## config.mk

```make
export PLATFORM = sky130hd
export DESIGN_NAME = nlc_classifier
export DESIGN_NICKNAME = d
export VERILOG_FILES = /design/src/rtl/nlc_pkg.sv /design/src/rtl/nlc_frame_ctl.sv /design/src/rtl/nlc_nl_accum.sv /design/src/rtl/nlc_verdict.sv /design/src/rtl/nlc_classifier.sv
export SDC_FILE = /design/constraint.sdc
export NUM_CORES = 1
export LEC_CHECK = 0
export BUFFER_PORTS_ARGS = -buffer_cell sky130_fd_sc_hd__buf_2
export CAP_MARGIN = 25
export CORE_MARGIN = 5
export CORE_UTILIZATION = 55
export DETAILED_ROUTE_END_ITERATION = 10
export PLACE_DENSITY_LB_ADDON = 0.15
export SLEW_MARGIN = 20
export SYNTH_ARGS = -nofsm -noshare
export SYNTH_HDL_FRONTEND = slang
export SYNTH_HIERARCHICAL = 1
export SYNTH_SLANG_ARGS = --single-unit
```

## constraint.sdc

```tcl
create_clock -name clk -period 4.4 [get_ports clk]
set_input_delay 0.66 -clock clk [delete_from_list [all_inputs] [get_ports clk]]
set_output_delay 0.66 -clock clk [all_outputs]
set_load 0.02 [all_outputs]
```

## src/rtl/nlc_pkg.sv

```systemverilog
// Package: shared digit width, field arithmetic and verdict classes.
// Assumes GF(2^10) built on x^10 + x^3 + 1.
package nlc_pkg;
    localparam int DIG_W = 10;
    localparam int PROD_W = 2 * DIG_W - 1;
    localparam logic [PROD_W-1:0] FIELD_POLY = PROD_W'(11'h409);

    typedef enum logic [1:0] {
        CLS_CLEAN    = 2'd0,
        CLS_SYNDROME = 2'd1,
        CLS_FAIL     = 2'd2,
        CLS_FIX      = 2'd3
    } verdict_cls_t;

    // Carry-less product followed by top-down polynomial reduction
    function automatic logic [DIG_W-1:0] gf_mul(input logic [DIG_W-1:0] a,
                                                input logic [DIG_W-1:0] b);
        logic [PROD_W-1:0] p;
        p = '0;
        for (int i = 0; i < DIG_W; i++) begin
            if (b[i]) p = p ^ (PROD_W'(a) << i);
        end
        for (int j = PROD_W - 1; j >= DIG_W; j--) begin
            if (p[j]) p = p ^ (FIELD_POLY << (j - DIG_W));
        end
        return p[DIG_W-1:0];
    endfunction
endpackage

```

## src/rtl/nlc_frame_ctl.sv

```systemverilog
// Frame control: tracks the beat position in a codeword, latches the error
// count and syndrome flag on the first beat and classifies the codeword.
// Assumes beats arrive contiguously per codeword (gaps allowed between beats).
module nlc_frame_ctl
    import nlc_pkg::*;
#(
    parameter int N_INFO = 820,
    parameter int N_LIN  = 7,
    parameter int CNT_W  = 4
) (
    input  logic             clk,
    input  logic             rst_n,
    input  logic             valid_i,
    input  logic [CNT_W-1:0] cnt_i,
    input  logic             syn_zero_i,
    output logic             first_o,
    output logic             in_info_o,
    output logic             odd_o,
    output logic             last_o,
    output verdict_cls_t     cls_o,
    output logic             fix_o
);
    localparam int N_BEAT = N_INFO + N_LIN + 1;
    localparam int PW     = $clog2(N_BEAT);
    localparam logic [PW-1:0] LAST_POS = PW'(N_BEAT - 1);
    localparam logic [PW-1:0] INFO_END = PW'(N_INFO);

    logic [PW-1:0]    pos_q;
    logic [CNT_W-1:0] cnt_q;
    logic             syn_q;
    logic [CNT_W-1:0] cnt_eff;
    logic             syn_eff;

    assign first_o   = (pos_q == '0);
    assign in_info_o = (pos_q < INFO_END);
    assign odd_o     = pos_q[0];
    assign last_o    = (pos_q == LAST_POS);
    assign cnt_eff   = first_o ? cnt_i : cnt_q;
    assign syn_eff   = first_o ? syn_zero_i : syn_q;

    // Classify the codeword from the count and syndrome in force for this beat
    always_comb begin
        if (cnt_eff[CNT_W-1])   cls_o = CLS_FAIL;
        else if (cnt_eff == '0) cls_o = syn_eff ? CLS_CLEAN : CLS_SYNDROME;
        else                    cls_o = CLS_FIX;
    end

    assign fix_o = valid_i && (cls_o == CLS_FIX);

    // Advance the beat position and latch the header on the first beat
    always_ff @(posedge clk) begin
        if (!rst_n) begin
            pos_q <= '0;
            cnt_q <= '0;
            syn_q <= 1'b0;
        end else if (valid_i) begin
            pos_q <= last_o ? '0 : pos_q + 1'b1;
            if (first_o) begin
                cnt_q <= cnt_i;
                syn_q <= syn_zero_i;
            end
        end
    end
endmodule

```

## src/rtl/nlc_nl_accum.sv

```systemverilog
// Nonlinear accumulator: pairs consecutive repaired information digits,
// multiplies each pair in GF(2^10) and XOR-accumulates the products. Also
// records whether any information digit was repaired. Assumes an even
// number of information digits starting at beat 0.
module nlc_nl_accum
    import nlc_pkg::*;
(
    input  logic             clk,
    input  logic             rst_n,
    input  logic             valid_i,
    input  logic             first_i,
    input  logic             in_info_i,
    input  logic             odd_i,
    input  logic             fix_i,
    input  logic [DIG_W-1:0] corr_i,
    input  logic [DIG_W-1:0] err_i,
    output logic [DIG_W-1:0] acc_o,
    output logic             pend_o,
    output logic             info_hit_o
);
    logic [DIG_W-1:0] buf_q;

    // Buffer the even digit, fold the product in on the odd digit
    always_ff @(posedge clk) begin
        if (!rst_n) begin
            buf_q      <= '0;
            acc_o      <= '0;
            pend_o     <= 1'b0;
            info_hit_o <= 1'b0;
        end else if (valid_i && in_info_i) begin
            info_hit_o <= (first_i ? 1'b0 : info_hit_o) | (fix_i && (err_i != '0));
            if (!odd_i) begin
                buf_q  <= corr_i;
                pend_o <= 1'b1;
                if (first_i) acc_o <= '0;
            end else begin
                acc_o  <= acc_o ^ gf_mul(buf_q, corr_i);
                pend_o <= 1'b0;
            end
        end
    end
endmodule

```

## src/rtl/nlc_verdict.sv

```systemverilog
// Verdict stage: on the last beat combines the accumulated products, the
// mask and the repaired check digit, and registers the error flag with a
// one-cycle done pulse. The flag holds until the next codeword ends.
module nlc_verdict
    import nlc_pkg::*;
#(
    parameter logic [DIG_W-1:0] MASK = 10'h2A5
) (
    input  logic             clk,
    input  logic             rst_n,
    input  logic             valid_i,
    input  logic             last_i,
    input  verdict_cls_t     cls_i,
    input  logic [DIG_W-1:0] acc_i,
    input  logic             info_hit_i,
    input  logic [DIG_W-1:0] corr_i,
    output logic             done_o,
    output logic             err_o
);
    logic [DIG_W-1:0] check;
    logic             decide;

    assign check = acc_i ^ MASK ^ corr_i;

    // Map the class and the recomputed check value to the error flag
    always_comb begin
        unique case (cls_i)
            CLS_CLEAN:    decide = 1'b0;
            CLS_SYNDROME: decide = 1'b1;
            CLS_FAIL:     decide = 1'b1;
            default:      decide = info_hit_i && (check != '0);
        endcase
    end

    // Register the verdict at the end of each codeword
    always_ff @(posedge clk) begin
        if (!rst_n) begin
            done_o <= 1'b0;
            err_o  <= 1'b0;
        end else begin
            done_o <= valid_i && last_i;
            if (valid_i && last_i) err_o <= decide;
        end
    end
endmodule

```

## src/rtl/nlc_classifier.sv

```systemverilog
// Top: streams a codeword through, applies the located errors when the
// linear decoder reports a positive count, rechecks the nonlinear digit
// and reports the final accept/flag verdict. Assumes N_INFO is even.
module nlc_classifier
    import nlc_pkg::*;
#(
    parameter int               N_INFO = 820,
    parameter int               N_LIN  = 7,
    parameter int               CNT_W  = 4,
    parameter logic [DIG_W-1:0] MASK   = 10'h2A5
) (
    input  logic             clk,
    input  logic             rst_n,
    input  logic             in_valid_i,
    input  logic [DIG_W-1:0] in_data_i,
    input  logic [DIG_W-1:0] in_err_i,
    input  logic [CNT_W-1:0] err_cnt_i,
    input  logic             syn_zero_i,
    output logic             out_valid_o,
    output logic [DIG_W-1:0] out_data_o,
    output logic [DIG_W-1:0] out_err_o,
    output logic             done_o,
    output logic             err_flag_o
);
    logic             first_b;
    logic             in_info_b;
    logic             odd_b;
    logic             last_b;
    logic             fix_b;
    verdict_cls_t     cls_b;
    logic [DIG_W-1:0] applied;
    logic [DIG_W-1:0] corr;
    logic [DIG_W-1:0] acc;
    logic             pend;
    logic             info_hit;

    assign applied = fix_b ? in_err_i : '0;
    assign corr    = in_data_i ^ applied;

    nlc_frame_ctl #(.N_INFO(N_INFO), .N_LIN(N_LIN), .CNT_W(CNT_W)) ctl_i (
        .clk(clk), .rst_n(rst_n), .valid_i(in_valid_i),
        .cnt_i(err_cnt_i), .syn_zero_i(syn_zero_i),
        .first_o(first_b), .in_info_o(in_info_b), .odd_o(odd_b),
        .last_o(last_b), .cls_o(cls_b), .fix_o(fix_b)
    );

    nlc_nl_accum acc_i (
        .clk(clk), .rst_n(rst_n), .valid_i(in_valid_i), .first_i(first_b),
        .in_info_i(in_info_b), .odd_i(odd_b), .fix_i(fix_b),
        .corr_i(corr), .err_i(in_err_i),
        .acc_o(acc), .pend_o(pend), .info_hit_o(info_hit)
    );

    nlc_verdict #(.MASK(MASK)) vrd_i (
        .clk(clk), .rst_n(rst_n), .valid_i(in_valid_i), .last_i(last_b),
        .cls_i(cls_b), .acc_i(acc), .info_hit_i(info_hit), .corr_i(corr),
        .done_o(done_o), .err_o(err_flag_o)
    );

    // Register the outgoing digit and the error digit actually applied
    always_ff @(posedge clk) begin
        if (!rst_n) begin
            out_valid_o <= 1'b0;
            out_data_o  <= '0;
            out_err_o   <= '0;
        end else begin
            out_valid_o <= in_valid_i;
            if (in_valid_i) begin
                out_data_o <= corr;
                out_err_o  <= applied;
            end
        end
    end
endmodule

```

# After elaboration in Yosys (flattened, before gate mapping)

Cells that the tools add are included.

Register bits: 59
Bits in latches: 0
RAM bits: 0
ROM bits: 0
Bits of input ports: 28
Output and inout bits: 23
Word-level logic and storage cells: 142
Memories kept: 0

Add/sub/neg operators: 1
$mul: 0
Div/mod/pow operators: 0
Magnitude comparators: 1
Equal/unequal tests: 4
Shifts and indexed selects: 0
Multiplexer cells: 87
Bitwise gates (word level): 24
Reductions and logical operators: 14

Operators by type and width:

| operator                                                        | number |
|---|---|
| 19-bit two-way mux                                              | 39 |
| 10-bit two-way mux                                              | 9 |
| 18-bit two-way mux                                              | 3 |
| 17-bit two-way mux                                              | 3 |
| 12-bit two-way mux                                              | 4 |
| 16-bit two-way mux                                              | 3 |
| 15-bit two-way mux                                              | 3 |
| 11-bit two-way mux                                              | 4 |
| 14-bit two-way mux                                              | 3 |
| 13-bit two-way mux                                              | 3 |
| 10-bit bitwise XOR                                              | 3 |
| 10-bit nonzero test                                             | 2 |
| 19-bit by 11-bit bitwise XOR with 19-bit output                 | 1 |
| 19-bit by 12-bit bitwise XOR with 19-bit output                 | 1 |
| 19-bit by 13-bit bitwise XOR with 19-bit output                 | 1 |
| 19-bit by 14-bit bitwise XOR with 19-bit output                 | 1 |
| 19-bit by 15-bit bitwise XOR with 19-bit output                 | 1 |
| 19-bit by 16-bit bitwise XOR with 19-bit output                 | 1 |
| 19-bit by 17-bit bitwise XOR with 19-bit output                 | 1 |
| 19-bit by 18-bit bitwise XOR with 19-bit output                 | 1 |
| 19-bit bitwise XOR                                              | 1 |
| 2-bit inverter                                                  | 9 |
| 10-bit by 1-bit adder with 10-bit output, second input constant | 1 |
| 10-bit == test, second input constant                           | 1 |
| other kinds (22)                                                | 32 |

# Logic depth before layout (Yosys ltp)

Depth in word-level cells: 105
Gate-level depth with buffers: 17
Gate-level depth less buffers: 14

# Modules after synthesis

The synthesis kept the hierarchy.

By module, submodules not included:

| module         | times used | cells an instance | area each (sq um) | sequential area each (sq um) |
|---|---|---|---|---|
| nlc_nl_accum   | 1          | 314               | 2374.8            | 440.4 |
| nlc_classifier | 1          | 122               | 1111.1            | 420.4 |
| nlc_frame_ctl  | 1          | 92                | 782.0             | 300.3 |
| nlc_verdict    | 1          | 23                | 210.2             | 40.0 |

# Worst setup path after synthesis

No wires, ideal clock.

Path type: register to register
Start: register ctl_i.pos_q[0]
End: register acc_i.acc_o[4]
Library setup time: 0.071 ns
Arrival: 3.700 ns
Data required time: 4.329 ns
Path slack: 0.629 ns
Stages on the path, launching flop included: 18
Path buffers: 3
Clock period less this slack: 3.771 ns
Cell sequence: dfxtp_1 -> inv_1 -> ha_1 -> and3_1 -> buf_2 -> or3_1 -> a21oi_1 -> buf_2 -> nand2_1 -> xnor2_1 -> buf_4 -> nand2_1 -> xnor3_1 -> xnor2_1 -> xnor2_1 -> xnor3_1 -> or3_1 -> a21oi_1

Elaborated cells on any way between the ends: 104
Those cells by class: order compare: 1; eq/ne: 1; mux: 82; bitwise: 14; reduce/logical: 6

RTL lines:

| what                                                          | line                                     | source |
|---|---|---|
| start: declaration                                            | nlc_frame_ctl.sv:28                      | `logic [PW-1:0] pos_q;` |
| start signal: assignment                                      | nlc_frame_ctl.sv:57                      | `pos_q <= last_o ? '0 : pos_q + 1'b1;` |
| 10-bit zero test *                                            | nlc_frame_ctl.sv:34                      | `assign first_o = (pos_q == '0);` |
| net first_b                                                   | nlc_classifier.sv:25                     | `logic first_b;` |
| 4-bit two-way mux / 1-bit two-way mux (equally long branches) | nlc_frame_ctl.sv:38, nlc_frame_ctl.sv:39 |  |
| 4-bit zero test / 1-bit two-way mux (equally long branches)   | nlc_frame_ctl.sv:44                      | `else if (cnt_eff == '0) cls_o = syn_eff ? CLS_CLEAN : CLS_SYNDROME;` |
| 2-bit two-way mux                                             | nlc_frame_ctl.sv:44                      |  |
| 2-bit two-way mux *                                           | nlc_frame_ctl.sv:43                      | `if (cnt_eff[CNT_W-1]) cls_o = CLS_FAIL;` |
| 2-bit == test *                                               | nlc_frame_ctl.sv:48                      | `assign fix_o = valid_i && (cls_o == CLS_FIX);` |
| 1-bit logical AND *                                           | nlc_frame_ctl.sv:48                      |  |
| net fix_b                                                     | nlc_classifier.sv:29                     | `logic fix_b;` |
| (+2 left out)                                                 | n/a                                      |  |
| net corr[6]                                                   | nlc_classifier.sv:32                     | `logic [DIG_W-1:0] corr;` |
| (+50 left out)                                                | n/a                                      |  |
| 11-bit two-way mux *                                          | nlc_nl_accum.sv:32                       | `if (!odd_i) begin` |
| 11-bit two-way mux *                                          | nlc_nl_accum.sv:30                       | `end else if (valid_i && in_info_i) begin` |
| 11-bit two-way mux *                                          | nlc_nl_accum.sv:25                       | `if (!rst_n) begin` |
| 10-bit two-way mux *                                          | nlc_nl_accum.sv:32                       |  |
| 10-bit two-way mux *                                          | nlc_nl_accum.sv:30                       |  |
| 10-bit two-way mux *                                          | nlc_nl_accum.sv:25                       |  |
| 10-bit bitwise XOR *                                          | nlc_nl_accum.sv:37                       | `acc_o <= acc_o ^ gf_mul(buf_q, corr_i);` |
| 10-bit two-way mux *                                          | nlc_nl_accum.sv:32                       |  |
| end signal: assignment                                        | nlc_nl_accum.sv:37                       |  |
| end: declaration                                              | nlc_nl_accum.sv:17                       | `output logic [DIG_W-1:0] acc_o,` |

Mark *: on every way through the listed nets, which the timed path passes. The rest lies on a longest branch. The select of a mux whose other input is x is not followed.
A chain may end at the register's enable or synchronous reset.

# Worst setup path after layout

Start: register ctl_i.pos_q[0]
End: register acc_i.acc_o[6]

Elaborated cells on any way between the ends: 101
Those cells by class: order compare: 1; eq/ne: 1; mux: 80; bitwise: 13; reduce/logical: 6

RTL lines:

| what                                                          | line |
|---|---|
| 10-bit zero test *                                            | nlc_frame_ctl.sv:34 |
| net first_b                                                   | nlc_classifier.sv:25 |
| 4-bit two-way mux / 1-bit two-way mux (equally long branches) | nlc_frame_ctl.sv:38, nlc_frame_ctl.sv:39 |
| 4-bit zero test / 1-bit two-way mux (equally long branches)   | nlc_frame_ctl.sv:44 |
| 2-bit two-way mux                                             | nlc_frame_ctl.sv:44 |
| 2-bit two-way mux *                                           | nlc_frame_ctl.sv:43 |
| 2-bit == test *                                               | nlc_frame_ctl.sv:48 |
| 1-bit logical AND *                                           | nlc_frame_ctl.sv:48 |
| net fix_b                                                     | nlc_classifier.sv:29 |
| (+2 left out)                                                 | n/a |
| net corr[4]                                                   | nlc_classifier.sv:32 |
| (+58 left out)                                                | n/a |
| 11-bit two-way mux *                                          | nlc_nl_accum.sv:32 |
| 11-bit two-way mux *                                          | nlc_nl_accum.sv:30 |
| 11-bit two-way mux *                                          | nlc_nl_accum.sv:25 |
| 10-bit two-way mux *                                          | nlc_nl_accum.sv:32 |
| 10-bit two-way mux *                                          | nlc_nl_accum.sv:30 |
| 10-bit two-way mux *                                          | nlc_nl_accum.sv:25 |
| 10-bit bitwise XOR *                                          | nlc_nl_accum.sv:37 |
| 10-bit two-way mux *                                          | nlc_nl_accum.sv:32 |

Marked as above.

==> reports/results.tsv <==
stage	metric	value	unit
outcome	outcome	finished, final reports clean	
setup_path	FF-to-FF setup slack	0.42	ns
floorplanning	num rows	32	
pwr	Clk pwr share	31.4	%
drt	Post-route DRC	0	
pwr	Comb pwr share	33.8	%
sta	Worst Slack Setup Final	0.423	ns
pwr	register share of total power	34.8	%
pwr	PwrDens	369	mW/mm2
drt	DRT Pass-1 Iters	5	
clock_network	CTS buffer count	9	
floorplanning	Initial Util	57.0	%
clock_network	# resized after CTS	0	
clock_network	CTS Hold Bufs	0	
placement	GPL Wtd Cong	0.914	
global_routing	vias in the first global route	3718	
sta	RSZ-0062 raised after global routing	false	
sta	Final Critical Period	3.98	ns
cells_and_area	cell area after layout	0.00494	mm2
drt	DR iter-0 viols	168	
clock_network	clock root buffer	clkbuf_8	
pwr	leakage	1.93	nW
placement	Post-Place Cell Area	0.00471	mm2
placement	worst slack at placement	0.481	ns
sta	Final Slew Violations	0	
worst_hold_path	min-delay worst type	register to register	
global_routing	initial antenna violation count	0	
floorplanning	I/O pin total	51	
drt	WL final	10.7	mm
logic_synthesis	total nets after synthesis	579	
pwr	P_sw	599	uW
sta	Setup Skew	0.00853	ns
clock_network	CTS tree	done	
logic_synthesis	post-synthesis instance total	548	
global_routing	total global routing overflow	0	
setup_path	Worst Path Buf+Inv	3	
sta	final hold violation count	0	
floorplanning	Core ar.	0.00781	mm2
setup_path	crit-path cells	inv_1 -> ha_1 -> and3_1 -> or3_1 -> a21oi_2 -> buf_12 -> nand2_1 -> xnor2_1 -> buf_4 -> nand2_1 -> xnor2_1 -> xnor3_1 -> xor2_1 -> or3_1 -> a21oi_1	
setup_path	CP max FO	31	
clock_network	H-Tree Level Count	3	
setup_path	crit end category	register	
sta	final setup fails	0	
global_routing	largest net degree at the start of global routing	64	
pwr	Design Power	1.83	mW
clock_network	worst skew pair latency	0.34	ns
setup_path	launch point of the worst reg-to-reg path	ctl_i/pos_q[0]$_SDFFE_PN0P_	
placement	port bufs	50	
setup_path	startpoint types	register	
clock_network	Worst-path clk slew	0.07	ns
worst_hold_path	cell depth of the worst hold path	2	
setup_path	Worst Setup SP	ctl_i/pos_q[0]$_SDFFE_PN0P_	
setup_path	crit-path max cell delay	0.52	ns
clock_network	Clock Path Buffers	2	
logic_synthesis	Yosys warning total	6	
drt	via density per instance	5.46	
setup_path	Reg2Reg Depth	15	
drt	remaining antenna violation count	0	
placement	DP HPWL	7.47	mm
setup_path	family with the most delay on the worst path	XOR/XNOR gates	
cells_and_area	Filler Cell Count	699	
floorplanning	die footprint	0.00998	mm2
setup_path	Setup CP Type	register to register	
setup_path	Critical-path top delay cell	xnor3_1	
drt	detailed-route via count	3772	
clock_network	Num Clock Sinks	59	
clock_network	# Post-CTS Setup Buffers	0	
floorplanning	die width	99.9	um
pwr	Int Pwr	1.23	mW
sta	setup TNS	0	ns
logic_synthesis	mean area per synthesized cell	8.11	um2
floorplanning	die height	99.9	um
setup_path	WP data arrival	4.25	ns
cells_and_area	diodes inserted	0	
sta	relative slew slack	46.2	%
sta	Final Cycle Share	90.4	%
worst_hold_path	Hold Crit Start	ctl_i/cnt_q[2]$_SDFFE_PN0P_	
job	Max Cap Violations	0	
setup_path	reg-to-reg endpoint	acc_i/acc_o[6]$_SDFFE_PN0P_	
sta	f_max	251	MHz
cells_and_area	Area Growth Syn to Fin	11.1	%
cells_and_area	layout net count	615	
drt	Avg WL per Cell	15.5	um
pwr	peak supply drop	0.000195	V
global_routing	GRT Overall Usage	22.2	%
worst_hold_path	hold path endpoint	ctl_i/cnt_q[2]$_SDFFE_PN0P_	
pwr	Net Sw Frac	32.8	%
setup_path	WP data required	4.67	ns
logic_synthesis	Post-Syn Area	0.00445	mm2
sta	actual slew at the worst max-slew pin	0.803	ns
global_routing	first-pass GRT wire length	17.9	mm
cells_and_area	layout cells sized above 1	17.8	%
cells_and_area	post-layout util	63.3	%
[power groups by stage]
stage	clock network, mW	registers (mW)	logic (mW)
finish	0.574	0.635	0.616
global route	0.608	0.642	0.672
CTS	0.584	0.635	0.618
detailed placement	0	0.647	0.613
global placement	0	0.645	0.593
floorplan	0	0.628	0.495
[sequential cells by signal (all words and copies together) (netlist names), 4 cells and up]
| name | flops |
|---|---|
| acc_i/acc_o | 10 |
| acc_i/buf_q | 10 |
| ctl_i/pos_q | 10 |
| out_data_o | 10 |
| out_err_o | 10 |
| ctl_i/cnt_q | 4 |
[worst register-to-register path, delay by kind of cell, from the launching register on]
family                   cells  cell delay, ns
adder cells (fa/ha/maj)      1            0.18
AND/OR/NAND/NOR              5            1.18
AO/OA/AOI/OAI                2            0.34
flip-flops                   1            0.46
buffers and inverters        3            0.53
XOR/XNOR                     4            1.21
[final cells by class]
class / count / area (um2) / share of cell area (%)
clock inverters: 4 / 72.6 / 1.47
inverters: 4 / 15.0 / 0.304
well taps: 102 / 128 / 2.58
clock buffers: 12 / 155 / 3.14
multi-input cells: 447 / 3030 / 61.3
flip-flops and latches: 59 / 1180 / 23.9
repair buffers: 63 / 360 / 7.29
[stage by stage]
| stage | hold slack [ns] | cells |
|---|---|---|
| after floorplan | 0.438 | 548 |
| final | 0.458 | 691 |
| after CTS | 0.465 | 691 |
| after detailed placement | 0.455 | 675 |
| after global placement | 0.448 | 674 |
| after global routing | 0.490 | 691 |
[layer usage]
layer	track usage, %	share of wire [%]	vias up
met5	0	0	-
met4	10.9	3.6	0
met3	3.75	5.3	30
met2	36.3	48	116
met1	28.4	43	1754
li1	-	-	1872
[placed cells by master (no fill, tap or decap), types with 10 or more instances in the layout]
cell type    n
a21oi_1     11
nor2_1      18
buf_2       50
xnor2_1     79
xnor3_1     11
clkbuf_8    11
and4_1      11
buf_4       12
nand2b_1    12
nor2b_1     12
a211oi_2    10
dfxtp_1     59
xor2_1      25
o21ai_0     18
a21boi_0    12
nand3_1     14
nand2_1    143
[worst max-delay path by stage]
stage	to	slack, ns	depth (start not counted)
after floorplan	acc_i/acc_o[4]$_SDFFE_PN0P_	0.63	17
after global placement	acc_i/acc_o[0]$_SDFFE_PN0P_	0.60	16
after detailed placement	acc_i/acc_o[5]$_SDFFE_PN0P_	0.48	16
after CTS	acc_i/acc_o[6]$_SDFFE_PN0P_	0.45	15
after global routing	acc_i/acc_o[5]$_SDFFE_PN0P_	0.14	15
final	acc_i/acc_o[6]$_SDFFE_PN0P_	0.42	15
Power figures use the tool's default switching activity.
